File: config.mk
export PLATFORM = sky130hd
export DESIGN_NAME = acq_serial_regport
export DESIGN_NICKNAME = d
export VERILOG_FILES = /design/src/rtl/srp_pkg.sv /design/src/rtl/srp_rst_sync.sv /design/src/rtl/srp_sync.sv /design/src/rtl/srp_frame.sv /design/src/rtl/srp_regfile.sv /design/src/rtl/acq_serial_regport.sv
export SDC_FILE = /design/constraint.sdc
export NUM_CORES = 1
export LEC_CHECK = 0
export ABC_AREA = 1
export BUFFER_PORTS_ARGS = -buffer_cell sky130_fd_sc_hd__buf_2
export CORE_ASPECT_RATIO = 1.2
export CORE_MARGIN = 2
export CORE_UTILIZATION = 52
export DETAILED_ROUTE_END_ITERATION = 10
export PLACE_DENSITY = 0.78
export SYNTH_ARGS = -nofsm -noshare
export SYNTH_HDL_FRONTEND = slang
export SYNTH_SLANG_ARGS = --single-unit
File: constraint.sdc
create_clock -name clk -period 2.1 [get_ports clk]
set_clock_uncertainty 0.1 [all_clocks]
set_input_delay 0.105 -clock clk [delete_from_list [all_inputs] [get_ports clk]]
set_output_delay 0.105 -clock clk [all_outputs]
set_load 0.02 [all_outputs]
File: src/rtl/srp_pkg.sv
package srp_pkg;
  localparam int ADDR_W  = 7;
  localparam int DATA_W  = 8;
  localparam int HDR_W   = ADDR_W + 1;
  localparam int FRAME_W = HDR_W + DATA_W;
  localparam int CNT_W   = $clog2(FRAME_W + 1);

  localparam int NUM_BYTE_REGS = 3;
  localparam logic [ADDR_W-1:0] ADDR_CH_LO  = 7'h02;
  localparam logic [ADDR_W-1:0] ADDR_CH_HI  = 7'h03;
  localparam logic [ADDR_W-1:0] ADDR_DIV    = 7'h04;
  localparam logic [ADDR_W-1:0] ADDR_CLKSEL = 7'h0A;

  function automatic logic [ADDR_W-1:0] byte_reg_addr(input int idx);
    case (idx)
      0:       return ADDR_CH_LO;
      1:       return ADDR_CH_HI;
      default: return ADDR_DIV;
    endcase
  endfunction
endpackage

File: src/rtl/srp_rst_sync.sv
module srp_rst_sync #(
  parameter int STAGES = 2
) (
  input  logic clk,
  input  logic arst_n,
  output logic rst_n
);
  logic [STAGES-1:0] chain_q;
  logic [STAGES-1:0] chain_d;

  always_comb chain_d = {chain_q[STAGES-2:0], 1'b1};

  always_ff @(posedge clk or negedge arst_n) begin
    if (!arst_n) chain_q <= '0;
    else         chain_q <= chain_d;
  end

  assign rst_n = chain_q[STAGES-1];
endmodule

File: src/rtl/srp_sync.sv
module srp_sync #(
  parameter int             W       = 3,
  parameter int             STAGES  = 2,
  parameter logic [W-1:0]   RST_VAL = '0
) (
  input  logic         clk,
  input  logic         rst_n,
  input  logic [W-1:0] din,
  output logic [W-1:0] dout
);
  logic [W-1:0] stage_q [STAGES];

  for (genvar g = 0; g < STAGES; g++) begin : g_stage
    logic [W-1:0] stage_d;
    if (g == 0) begin : g_first
      assign stage_d = din;
    end else begin : g_next
      assign stage_d = stage_q[g-1];
    end
    always_ff @(posedge clk or negedge rst_n) begin
      if (!rst_n) stage_q[g] <= RST_VAL;
      else        stage_q[g] <= stage_d;
    end
  end

  assign dout = stage_q[STAGES-1];
endmodule

File: src/rtl/srp_frame.sv
module srp_frame
  import srp_pkg::*;
(
  input  logic              clk,
  input  logic              rst_n,
  input  logic              sel_act,
  input  logic              sclk_s,
  input  logic              sdi_s,
  input  logic [DATA_W-1:0] rd_data,
  output logic [ADDR_W-1:0] rd_addr,
  output logic              wr_en,
  output logic [ADDR_W-1:0] wr_addr,
  output logic [DATA_W-1:0] wr_data,
  output logic              sclk_rise,
  output logic [CNT_W-1:0]  frame_cnt,
  output logic              sdo
);
  localparam logic [CNT_W-1:0] CNT_HDR_LAST = CNT_W'(HDR_W - 1);
  localparam logic [CNT_W-1:0] CNT_FR_LAST  = CNT_W'(FRAME_W - 1);
  localparam logic [CNT_W-1:0] CNT_FULL     = CNT_W'(FRAME_W);

  logic               sclk_d_q;
  logic [FRAME_W-1:0] sh_q, sh_d, sh_nx;
  logic [CNT_W-1:0]   cnt_q, cnt_d;
  logic               rd_mode_q, rd_mode_d;
  logic [DATA_W-1:0]  rd_sh_q, rd_sh_d;
  logic               sdo_q, sdo_d;

  assign sclk_rise = sclk_s & ~sclk_d_q;
  assign sh_nx     = {sh_q[FRAME_W-2:0], sdi_s};
  assign rd_addr   = sh_nx[ADDR_W-1:0];
  assign wr_addr   = sh_nx[FRAME_W-2 -: ADDR_W];
  assign wr_data   = sh_nx[DATA_W-1:0];

  always_comb begin
    sh_d      = sh_q;
    cnt_d     = cnt_q;
    rd_mode_d = rd_mode_q;
    rd_sh_d   = rd_sh_q;
    sdo_d     = sdo_q;
    wr_en     = 1'b0;
    if (!sel_act) begin
      sh_d      = '0;
      cnt_d     = '0;
      rd_mode_d = 1'b0;
      rd_sh_d   = '0;
      sdo_d     = 1'b0;
    end else if (sclk_rise && (cnt_q != CNT_FULL)) begin
      cnt_d = cnt_q + 1'b1;
      if (rd_mode_q) begin
        sdo_d   = rd_sh_q[DATA_W-1];
        rd_sh_d = {rd_sh_q[DATA_W-2:0], 1'b0};
      end else begin
        sh_d = sh_nx;
        if ((cnt_q == CNT_HDR_LAST) && sh_nx[HDR_W-1]) begin
          rd_mode_d = 1'b1;
          rd_sh_d   = rd_data;
        end
        if (cnt_q == CNT_FR_LAST) wr_en = 1'b1;
      end
    end
  end

  always_ff @(posedge clk or negedge rst_n) begin
    if (!rst_n) begin
      sclk_d_q  <= 1'b0;
      sh_q      <= '0;
      cnt_q     <= '0;
      rd_mode_q <= 1'b0;
      rd_sh_q   <= '0;
      sdo_q     <= 1'b0;
    end else begin
      sclk_d_q  <= sclk_s;
      sh_q      <= sh_d;
      cnt_q     <= cnt_d;
      rd_mode_q <= rd_mode_d;
      rd_sh_q   <= rd_sh_d;
      sdo_q     <= sdo_d;
    end
  end

  assign frame_cnt = cnt_q;
  assign sdo       = sdo_q;
endmodule

File: src/rtl/srp_regfile.sv
module srp_regfile
  import srp_pkg::*;
(
  input  logic              clk,
  input  logic              rst_n,
  input  logic              wr_en,
  input  logic [ADDR_W-1:0] wr_addr,
  input  logic [DATA_W-1:0] wr_data,
  input  logic [ADDR_W-1:0] rd_addr,
  output logic [DATA_W-1:0] rd_data,
  output logic [DATA_W-1:0] chan_en_lo,
  output logic [DATA_W-1:0] chan_en_hi,
  output logic [DATA_W-1:0] rate_div,
  output logic              base_clk_sel
);
  logic [DATA_W-1:0] byte_q [NUM_BYTE_REGS];
  logic              clksel_q, clksel_d;

  for (genvar g = 0; g < NUM_BYTE_REGS; g++) begin : g_byte
    localparam logic [ADDR_W-1:0] MY_ADDR = byte_reg_addr(g);
    logic [DATA_W-1:0] byte_d;
    always_comb byte_d = (wr_en && (wr_addr == MY_ADDR)) ? wr_data : byte_q[g];
    always_ff @(posedge clk or negedge rst_n) begin
      if (!rst_n) byte_q[g] <= '0;
      else        byte_q[g] <= byte_d;
    end
  end

  always_comb clksel_d = (wr_en && (wr_addr == ADDR_CLKSEL)) ? wr_data[0] : clksel_q;

  always_ff @(posedge clk or negedge rst_n) begin
    if (!rst_n) clksel_q <= 1'b0;
    else        clksel_q <= clksel_d;
  end

  always_comb begin
    rd_data = '0;
    for (int i = 0; i < NUM_BYTE_REGS; i++) begin
      if (rd_addr == byte_reg_addr(i)) rd_data = byte_q[i];
    end
    if (rd_addr == ADDR_CLKSEL) rd_data = {{(DATA_W-1){1'b0}}, clksel_q};
  end

  assign chan_en_lo   = byte_q[0];
  assign chan_en_hi   = byte_q[1];
  assign rate_div     = byte_q[2];
  assign base_clk_sel = clksel_q;
endmodule

File: src/rtl/acq_serial_regport.sv
module acq_serial_regport
  import srp_pkg::*;
#(
  parameter int SYNC_STAGES = 2
) (
  input  logic              clk,
  input  logic              rst_n,
  input  logic              sel_n,
  input  logic              sclk,
  input  logic              sdi,
  output logic              sdo,
  output logic [DATA_W-1:0] chan_en_lo,
  output logic [DATA_W-1:0] chan_en_hi,
  output logic [DATA_W-1:0] rate_div,
  output logic              base_clk_sel
);
  logic              rst_n_i;
  logic [2:0]        pins_s;
  logic              sel_act;
  logic              sclk_rise;
  logic [CNT_W-1:0]  frame_cnt;
  logic              wr_en;
  logic [ADDR_W-1:0] wr_addr, rd_addr;
  logic [DATA_W-1:0] wr_data, rd_data;

  srp_rst_sync #(.STAGES(SYNC_STAGES)) u_rst (
    .clk(clk), .arst_n(rst_n), .rst_n(rst_n_i)
  );

  srp_sync #(.W(3), .STAGES(SYNC_STAGES), .RST_VAL(3'b100)) u_sync (
    .clk(clk), .rst_n(rst_n_i), .din({sel_n, sclk, sdi}), .dout(pins_s)
  );

  assign sel_act = ~pins_s[2];

  srp_frame u_frame (
    .clk(clk), .rst_n(rst_n_i), .sel_act(sel_act), .sclk_s(pins_s[1]),
    .sdi_s(pins_s[0]), .rd_data(rd_data), .rd_addr(rd_addr), .wr_en(wr_en),
    .wr_addr(wr_addr), .wr_data(wr_data), .sclk_rise(sclk_rise),
    .frame_cnt(frame_cnt), .sdo(sdo)
  );

  srp_regfile u_regs (
    .clk(clk), .rst_n(rst_n_i), .wr_en(wr_en), .wr_addr(wr_addr),
    .wr_data(wr_data), .rd_addr(rd_addr), .rd_data(rd_data),
    .chan_en_lo(chan_en_lo), .chan_en_hi(chan_en_hi), .rate_div(rate_div),
    .base_clk_sel(base_clk_sel)
  );
endmodule

==> results of run 1 <==
[worst max-delay path by stage]
| stage | end | slack [ps] |
|---|---|---|
| after CTS | u_regs.chan_en_lo[7]$_DFFE_PN0P_ | 330 |
| after detailed placement | u_regs.chan_en_lo[5]$_DFFE_PN0P_ | 350 |
| after global routing | u_regs.chan_en_lo[2]$_DFFE_PN0P_ | 190 |
| after floorplan | u_frame.frame_cnt[0]$_DFFE_PN0P_ | 120 |
| after global placement | u_regs.chan_en_lo[4]$_DFFE_PN0P_ | 430 |
| final | u_regs.chan_en_lo[2]$_DFFE_PN0P_ | 320 |
[area by class of cell]
type / instances / area, um2 / area share, %
Multi-Input combinational cell: 225 / 1180 / 34.6
Tap cell: 64 / 80.1 / 2.35
Clock inverter: 3 / 40.0 / 1.17
Timing Repair Buffer: 39 / 243 / 7.12
Inverter: 31 / 116 / 3.41
Clock buffer: 13 / 169 / 4.96
Sequential cell: 63 / 1580 / 46.4
[critical path, cell delays in order, from the launching register on]
cell and delay [ps]:
dfrtp_1 380, ha_1 180, nand2_1 80, nor2_1 140, ha_1 180, inv_1 90, nor2_8 180, nand2_4 160
nand2_1 120, o21ai_2 50
[layout by cell type (no fill, tap or decap), types with 2 or more instances in the layout]
master / n
dfrtp_1: 60
nand2_1: 65
o21ai_2: 13
inv_1: 23
buf_2: 30
nor2_1: 46
clkbuf_8: 12
nor2_4: 4
ha_1: 3
a21oi_1: 8
inv_2: 8
nand2_4: 5
nand4_1: 3
nand2_2: 6
o21ai_1: 11
clkinv_2: 2
nand3_1: 30
o21ai_0: 21
dlygate4sd3_1: 5
dfstp_2: 2
buf_4: 3
[report_power, final]
group / total (mW) / leakage [nW] / switching (mW) / internal [mW]
logic: 0.118 / 0.751 / 0.0774 / 0.0407
clock network: 1.09 / 0.109 / 0.444 / 0.641
registers: 1.27 / 0.842 / 0.0262 / 1.24
[synthesized netlist by cell type, drive strengths merged]
library cell	count
nor4	2
dfrtp	61
dfstp	2
a21oi	8
nor2	52
conb	1
o22ai	1
nand4	3
ha	3
clkbuf	1
inv	31
buf	6
nor3	1
nand3	32
nand2	76
o211ai	1
o21ai	45
[kinds of logic (layout without fill, tap and decap cells)]
logic type | Yosys count | after routing | synth area share (%)
AOI/OAI and AO/OA | 55 | 55 | 11.1
adders and majority gates | 3 | 3 | 1.28
buffers and inverters | 38 | 86 | 6.25
DFF | 63 | 63 | 53.7
other | 1 | 1 | 0.127
and+or+nand+nor | 166 | 166 | 27.6
[metal layers]
layer / up-vias / part of all wire [%]
met2: 68 / 47
met1: 1115 / 46
met3: 14 / 4.2
met4: 0 / 2.5
li1: 1143 / -
met5: - / 0
[what timing repair did]
action	CTS	global route
hold buffers	5	0
endpoints found under the hold margin	5	0
buffers inserted	0	0
[sequential cells by signal, summed over array words and instances, names as in the netlist]
signal,count
u_regs.rate_div,8
u_frame.rd_sh_q,8
u_regs.chan_en_hi,8
u_frame.sh_q,14
u_frame.frame_cnt,5
u_frame.rd_mode_q,1
u_frame.sdo,1
u_frame.sclk_d_q,1
u_rst.chain_q,2
u_regs.base_clk_sel,1
u_regs.chan_en_lo,8
u_sync.g_stage.stage_d,3
u_sync.dout,3
[metrics by stage]
step | hold WS [ps] | power [mW] | cell area [um2] | utilization, % | setup slack, ps
finish | 183 | 2.47 | 3410 | 61.4 | 316
global route | 239 | 2.58 | 3410 | 61.4 | 192
CTS | 208 | 2.50 | 3410 | 61.4 | 332
detailed placement | -207 | 1.40 | 3150 | 56.7 | 352
global placement | -209 | 1.40 | 3150 | 56.7 | 426
floorplan | -291 | 1.37 | 2940 | - | 119
==> flow_summary.yaml, run 1 <==
power:
  p_per_area_nw_per_um2: 726
  leakage_nw: 1.70
  irDropWorstVdd_v: 0.000579
global_routing:
  global_route.usage.met2_pct: 32.1
  grt_usage_pct: 22.0
  antenna_found_initial: 0
  grt_busiest_layer: "met2"
  grt-ovfl-total: 0
  grt_pass1_wl_um: 10600
  grt_pass1_vias: 2239
  met3_usage_pct: 6.63
  grt_max_degree: 28
  grt_util_met1_pct: 30.8
clock_tree:
  cts_tree: "built"
  insertion_delay_ps: 340
  cts_resized: 0
  cts_root_buf: "clkbuf_8"
  clkSinkCount: 63
  path_clk_slew_ps: 70
  cts_made_buffers: 9
  htreeDepth: 3
  clockBufferDepth: 2
sta:
  period_share_pct: 85.0
  timing.fmax_mhz: 560
  fin_crit_ps: 1780
  slew_headroom_pct: 58.9
  tns_ps: 0
  slew_viol_final: 0
  hold_violations: 0
  final-setup-viol-count: 0
  worstMarginPinSlew_ps: 616
  rsz0062_at_grt: "no"
worst_setup_path:
  crit_arrival_ps: 1920
  path_class: "flip-flop to flip-flop"
  end_kind: "flip-flop"
  crit_start: "u_frame.frame_cnt[0]$_DFFE_PN0P_"
  startpoint_type: "flip-flop"
  rr_worst_depth: 9
  rrSetupSlack_ps: 320
  cp.required_ps: 2230
  path_max_fanout: 16
  r2r-start: "u_frame.frame_cnt[0]$_DFFE_PN0P_"
  worstReg2RegEnd: "u_regs.chan_en_lo[2]$_DFFE_PN0P_"
logic_synthesis:
  avgSynthCellArea_um2: 9.03
  ys_seq_area_share_pct: 53.7
  ys_warn_count: 0
  synth_top_area_cell: "dfrtp_1"
  synth_cells: 326
  ys_types: 29
  synth_top_area_share_pct: 51.9
  ys_ff_latch: 63
  syn-cell-area_um2: 2940
  synthesis.nets: 334
  synth_top_cells_by_area: "dfrtp_1, nand2_1, nor2_1"
place:
  numPortBuffers: 30
  place.gp.congestion: 0.871
  dp.final_hpwl_um: 4340
  placed_cells: 417
detailed_routing:
  routed_wl_um: 6120
  drt_iter0_drc: 207
  vias: 2340
  drc: 0
  drt-pass1-iter-count: 4
  vias_per_cell: 5.34
  postRouteAntennaNets: 0
  wire_per_inst_um: 14.0
run_status:
  status: "finished clean"
cells_and_area:
  fin_nets: 377
  layout-drive-gt1-share_pct: 24.9
  area_delta_synth_final_pct: 15.8
  fin_cells: 438
  nFillCells: 462
  diodes: 0
flow_run:
  cap_violations: 0
die:
  fp.dieH_um: 86.4
  die_width_um: 72.7
  io-pin-count: 31
  row_count: 30
  dieArea_um2: 6280
  start_util_pct: 53.0
  core-area_um2: 5560
min_path:
  min_path_type: "flip-flop to asynchronous set/reset pin"
No activity file was read; power rests on OpenSTA's default activity.
==> run 2: changes to the inputs <==
Settings changed: CORE_UTILIZATION 52 to 56, PLACE_DENSITY 0.78 to 0.79.
Clock period 2.1 ns to 1.78 ns, I/O delays scaled along.
==> run 2 against run 1 <==
Worst setup slack got worse by 270 ps. Total power rose by 23%. Core utilization is 11 points higher. Wire length grew 7.8%. Sequential cell count unchanged. Critical endpoint is now u_regs.chan_en_hi[6]$_DFFE_PN0P_.
==> flow_summary.yaml, run 2 (synthesized netlist as in run 1, its figures left out) <==
worst_setup_path:
  worstReg2RegEnd: "u_regs.chan_en_hi[6]$_DFFE_PN0P_"
  r2r-start: "u_frame.frame_cnt[1]$_DFFE_PN0P_"
  slowest_stage: "dfrtp_1"
  rr_worst_depth: 10
  path_max_fanout: 8
  cp.required_ps: 1900
  path_common_cell: "ha_2"
  max_stage_delay_ps: 380
  path_class: "flip-flop to flip-flop"
  crit_chain: "ha_2 > nand2_2 > nor2_2 > ha_2 > inv_2 > nor2_8 > buf_12 > nand2_8 > nand2_4 > o21ai_2"
  rrSetupSlack_ps: 50
  crit_arrival_ps: 1850
  end_kind: "flip-flop"
  startpoint_type: "flip-flop"
  cp_top_family: "simple AND/OR/NAND/NOR gates"
  path_buf_inv: 2
  crit_start: "u_frame.frame_cnt[1]$_DFFE_PN0P_"
cells_and_area:
  stdcell_area_um2: 3640
  nFillCells: 368
  layout-drive-gt1-share_pct: 31.9
  top_register: "u_frame.sh_q"
  multi_input_area_um2: 1330
  area_delta_synth_final_pct: 23.6
  seqCellArea_um2: 1580
  largest_reg_flops: 14
  mostFrequentLayoutCells: "dfrtp_1, nand2_1, nor2_1, nand3_1, buf_2"
  final_common_cell: "dfrtp_1"
  diodes: 0
  fin_nets: 388
global_routing:
  grt_pass1_vias: 2230
  grt-ovfl-total: 0
  grt_pass1_wl_um: 10500
  grt_max_degree: 39
  antenna_found_initial: 0
  grt_usage_pct: 22.8
detailed_routing:
  postRouteAntennaNets: 0
  drt-pass1-iter-count: 4
  vias: 2389
  drt_iter0_drc: 154
  wire_per_inst_um: 14.8
  vias_per_cell: 5.37
  drc: 0
  routed_wl_um: 6600
power:
  irDropWorstVdd_v: 0.000656
  p_per_area_nw_per_um2: 837
  power.total_mw: 3.05
  leakage_nw: 1.73
run_status:
  status: "finished clean"
sta:
  rsz0062_at_grt: "yes"
  period_share_pct: 97.2
  worstMarginPinSlew_ps: 567
  hold_violations: 0
  slew_headroom_pct: 61.9
  fin_ws_ps: 49.9
  slew_viol_final: 0
  final-setup-viol-count: 0
  timing.fmax_mhz: 578
  fin_crit_ps: 1730
place:
  dp.final_hpwl_um: 4210
  placed_cell_area_um2: 3160
  numPortBuffers: 30
  pre_cts_slack_ps: 58.9
  place.gp.congestion: 0.770
die:
  dieArea_um2: 5850
  die_width_um: 70.2
  core-area_um2: 5010
  fp.dieH_um: 83.4
  io-pin-count: 31
  row_count: 28
  start_util_pct: 58.7
clock_tree:
  cts_tree: "built"
  htreeDepth: 3
  path_clk_slew_ps: 70
  insertion_delay_ps: 340
  clockBufferDepth: 2
  clkSinkCount: 63
  cts_made_buffers: 9
  cts_root_buf: "clkbuf_8"
min_path:
  min_path_type: "flip-flop to asynchronous set/reset pin"
flow_run:
  cap_violations: 0
run 2: cell types whose count changed in the layout (fill, tap and decap cells not counted), sizes merged:
| cell | delta |
|---|---|
| bufinv | +1 |
| buf | +8 |
| nand2 | +3 |
| clkinv | -1 |
run 2: final cells by class:
cell class	count	share of cell area [%]
sequential	63	43.4
inverter	31	3.20
clock inverter	3	1.79
clock buffer	13	4.37
timing repair buffer	47	8.67
multi-input combinational	228	36.5
tap	60	2.06
run 2: power by group:
| group | switching [mW] | internal [mW] |
|---|---|---|
| combinational | 0.108 | 0.0517 |
| sequential | 0.0199 | 1.47 |
| clock | 0.534 | 0.864 |
| total | 0.662 | 2.38 |
run 2: what timing repair did:
action,4_1_cts,5_1_grt
gates resized for setup,0,31
hold buffers,5,0
setup buffers,0,4
hold endpoints to repair,5,0
endpoints found under the setup margin,0,38
run 2: metrics by stage:
step | util, % | cells | hold WS [ps] | TNS (ps)
final | 72.6 | 445 | 138 | 0
after global routing | 72.6 | 445 | 198 | -469
after CTS | 68.6 | 438 | 152 | 0
after detailed placement | 63.1 | 417 | -225 | 0
after global placement | 63.1 | 417 | -226 | 0
after floorplan | - | 326 | -307 | 0
run 2: worst max-delay path by stage:
stage                                        to  cells past startpoint  slack [ps]
4_1_cts        u_regs.chan_en_lo[1]$_DFFE_PN0P_                      9          30
6_report       u_regs.chan_en_hi[6]$_DFFE_PN0P_                     10          50
5_1_grt        u_regs.chan_en_lo[4]$_DFFE_PN0P_                     10         -50
3_3_place_gp   u_regs.chan_en_lo[4]$_DFFE_PN0P_                      9         110
2_1_floorplan  u_regs.chan_en_lo[5]$_DFFE_PN0P_                     10         160
3_5_place_dp   u_regs.chan_en_lo[3]$_DFFE_PN0P_                      9          60
run 2: metal layers:
layer	wire (um)	up-vias	part of all wire [%]	track usage (%)
li1	-	1171	-	-
met1	2910	1152	44	31.2
met2	3300	57	50	35.9
met3	280	9	4.2	5.46
met4	105	0	1.6	7.69
met5	0	-	0	0
run 2: worst register-to-register path, cell delays in order, from the launching register on:
cell     delay, ps
dfrtp_1        380
ha_2           200
nand2_2         70
nor2_2          90
ha_2           180
inv_2           60
nor2_8         110
buf_12         160
nand2_8        100
nand2_4        110
o21ai_2         60
==> run 3: changes to the inputs <==
Settings changed: SETUP_SLACK_MARGIN set to 0.15.
==> run 3 against run 2 <==
Fmax up 0.58%. Largest power group unchanged. Largest cell class unchanged. First-iteration DRC count up 3.9%. Total power up 2.4%. Critical endpoint is now u_regs.chan_en_lo[2]$_DFFE_PN0P_. Sequential share of layout area down 1.9 points.
==> flow_summary.yaml, run 3 (synthesized netlist as in run 1, its figures left out) <==
clock_tree:
  cts_tree: "built"
  path_clk_slew_ps: 70
  htreeDepth: 3
  cts_made_buffers: 9
  cts_root_buf: "clkbuf_8"
  clockBufferDepth: 2
  clkSinkCount: 63
  insertion_delay_ps: 350
place:
  place.gp.congestion: 0.770
  pre_cts_slack_ps: 58.9
  placed_cells: 417
  dp.final_hpwl_um: 4210
  numPortBuffers: 30
sta:
  final-setup-viol-count: 0
  period_share_pct: 96.6
  fin_crit_ps: 1720
  fin_hold_ws_ps: 138
  slew_headroom_pct: 61.9
  timing.fmax_mhz: 581
  worstMarginPinSlew_ps: 567
  rsz0062_at_grt: "yes"
  tns_ps: 0
  slew_viol_final: 0
  hold_violations: 0
  fin_ws_ps: 59.9
detailed_routing:
  vias_per_cell: 5.58
  drt-pass1-iter-count: 4
  postRouteAntennaNets: 0
  wire_per_inst_um: 16.3
  routed_wl_um: 7300
  drt_iter0_drc: 160
  vias: 2499
  drc: 0
die:
  io-pin-count: 31
  row_count: 28
  fp.dieH_um: 83.4
  start_util_pct: 58.7
  dieArea_um2: 5850
  core-area_um2: 5010
  die_width_um: 70.2
cells_and_area:
  mostFrequentLayoutCells: "dfrtp_1, nand2_1, nor2_1, buf_2, nand3_1"
  layout-drive-gt1-share_pct: 37.1
  area_delta_synth_final_pct: 29.2
  fin_nets: 391
  diodes: 0
  fin_cells: 448
  largest_reg_flops: 14
  nFillCells: 334
  top_register: "u_frame.sh_q"
  final_common_cell: "dfrtp_1"
global_routing:
  grt_max_degree: 39
  grt_pass1_vias: 2375
  grt_pass1_wl_um: 11500
  grt-ovfl-total: 0
  antenna_found_initial: 0
  grt_usage_pct: 25.3
power:
  irDropWorstVdd_v: 0.000890
  p_per_area_nw_per_um2: 820
  leakage_nw: 1.76
worst_setup_path:
  end_kind: "flip-flop"
  rrSetupSlack_ps: 60
  path_max_fanout: 8
  crit_chain: "ha_2 > nand2_2 > nor2_2 > ha_2 > inv_2 > nor2_8 > buf_12 > nand2_8 > nand2_2 > o21ai_2"
  crit_arrival_ps: 1840
  cp.required_ps: 1900
  path_class: "flip-flop to flip-flop"
  rr_worst_depth: 10
  max_stage_delay_ps: 380
  r2r-start: "u_frame.frame_cnt[1]$_DFFE_PN0P_"
  startpoint_type: "flip-flop"
  slowest_stage: "dfrtp_1"
  worstReg2RegEnd: "u_regs.chan_en_lo[2]$_DFFE_PN0P_"
min_path:
  min_path_type: "flip-flop to asynchronous set/reset pin"
flow_run:
  cap_violations: 0
run_status:
  status: "finished clean"
## run 3: changes by cell type in the layout (fill, tap and decap cells not counted), sizes merged
cell / change
buf: +2
inv: -1
clkinv: +1
nand2: +1
## run 3: area by class of cell
class	count	area (um2)	share of cell area, %
Multi-Input combinational cell	229	1460	38.5
Inverter	31	129	3.39
Clock buffer	13	159	4.18
Sequential cell	63	1580	41.6
Timing Repair Buffer	49	330	8.69
Clock inverter	3	65.1	1.71
Tap cell	60	75.1	1.97
## run 3: report_power, final
| part | switching, mW | internal, mW | leakage (nW) |
|---|---|---|---|
| registers | 0.0310 | 1.47 | 0.842 |
| logic | 0.134 | 0.0718 | 0.806 |
| clock network | 0.549 | 0.865 | 0.114 |
| total | 0.714 | 2.40 | 1.76 |
## run 3: metal layers
layer  part of all wire [%]  up-vias  global-route usage, %
met5                      0        -                      0
met4                    1.6        0                   8.04
met3                    4.9       16                   6.55
met2                     51       73                   40.6
met1                     43     1226                   33.6
li1                       -     1184                      -
## run 3: worst max-delay path by stage
stage | startpoint | endpoint | cells after the start
after floorplan | u_frame.frame_cnt[0]$_DFFE_PN0P_ | u_regs.chan_en_lo[5]$_DFFE_PN0P_ | 10
after global placement | u_frame.frame_cnt[0]$_DFFE_PN0P_ | u_regs.chan_en_lo[4]$_DFFE_PN0P_ | 9
after detailed placement | u_frame.frame_cnt[1]$_DFFE_PN0P_ | u_regs.chan_en_lo[3]$_DFFE_PN0P_ | 9
after CTS | u_frame.sh_q[12]$_DFFE_PN0P_ | u_regs.rate_div[2]$_DFFE_PN0P_ | 5
after global routing | u_frame.sh_q[12]$_DFFE_PN0P_ | u_regs.chan_en_lo[2]$_DFFE_PN0P_ | 6
final | u_frame.frame_cnt[1]$_DFFE_PN0P_ | u_regs.chan_en_lo[2]$_DFFE_PN0P_ | 10
## run 3: critical path: cells and delay by family, from the launching register on
family	cells	cell delay, ps
AOI/OAI and AO/OA	1	60
adders and majority gates	2	380
buffers and inverters	2	200
DFF	1	380
and+or+nand+nor	5	470
## run 3: metrics by stage
step / area [um2] / utilization, % / total power, mW
CTS: 3610 / 72.1 / 3.06
global placement: 3160 / 63.1 / 1.65
finish: 3800 / 75.9 / 3.12
detailed placement: 3160 / 63.1 / 1.65
global route: 3800 / 75.9 / 3.22
floorplan: 2940 / - / 1.61
## run 3: repair_timing
item,in CTS,in global routing
setup buffers,4,2
pin swaps,6,14
gates resized for setup,23,43
gates cloned,3,1
endpoints found under the hold margin,5,0
endpoints found under the setup margin,45,47
hold buffers,5,0
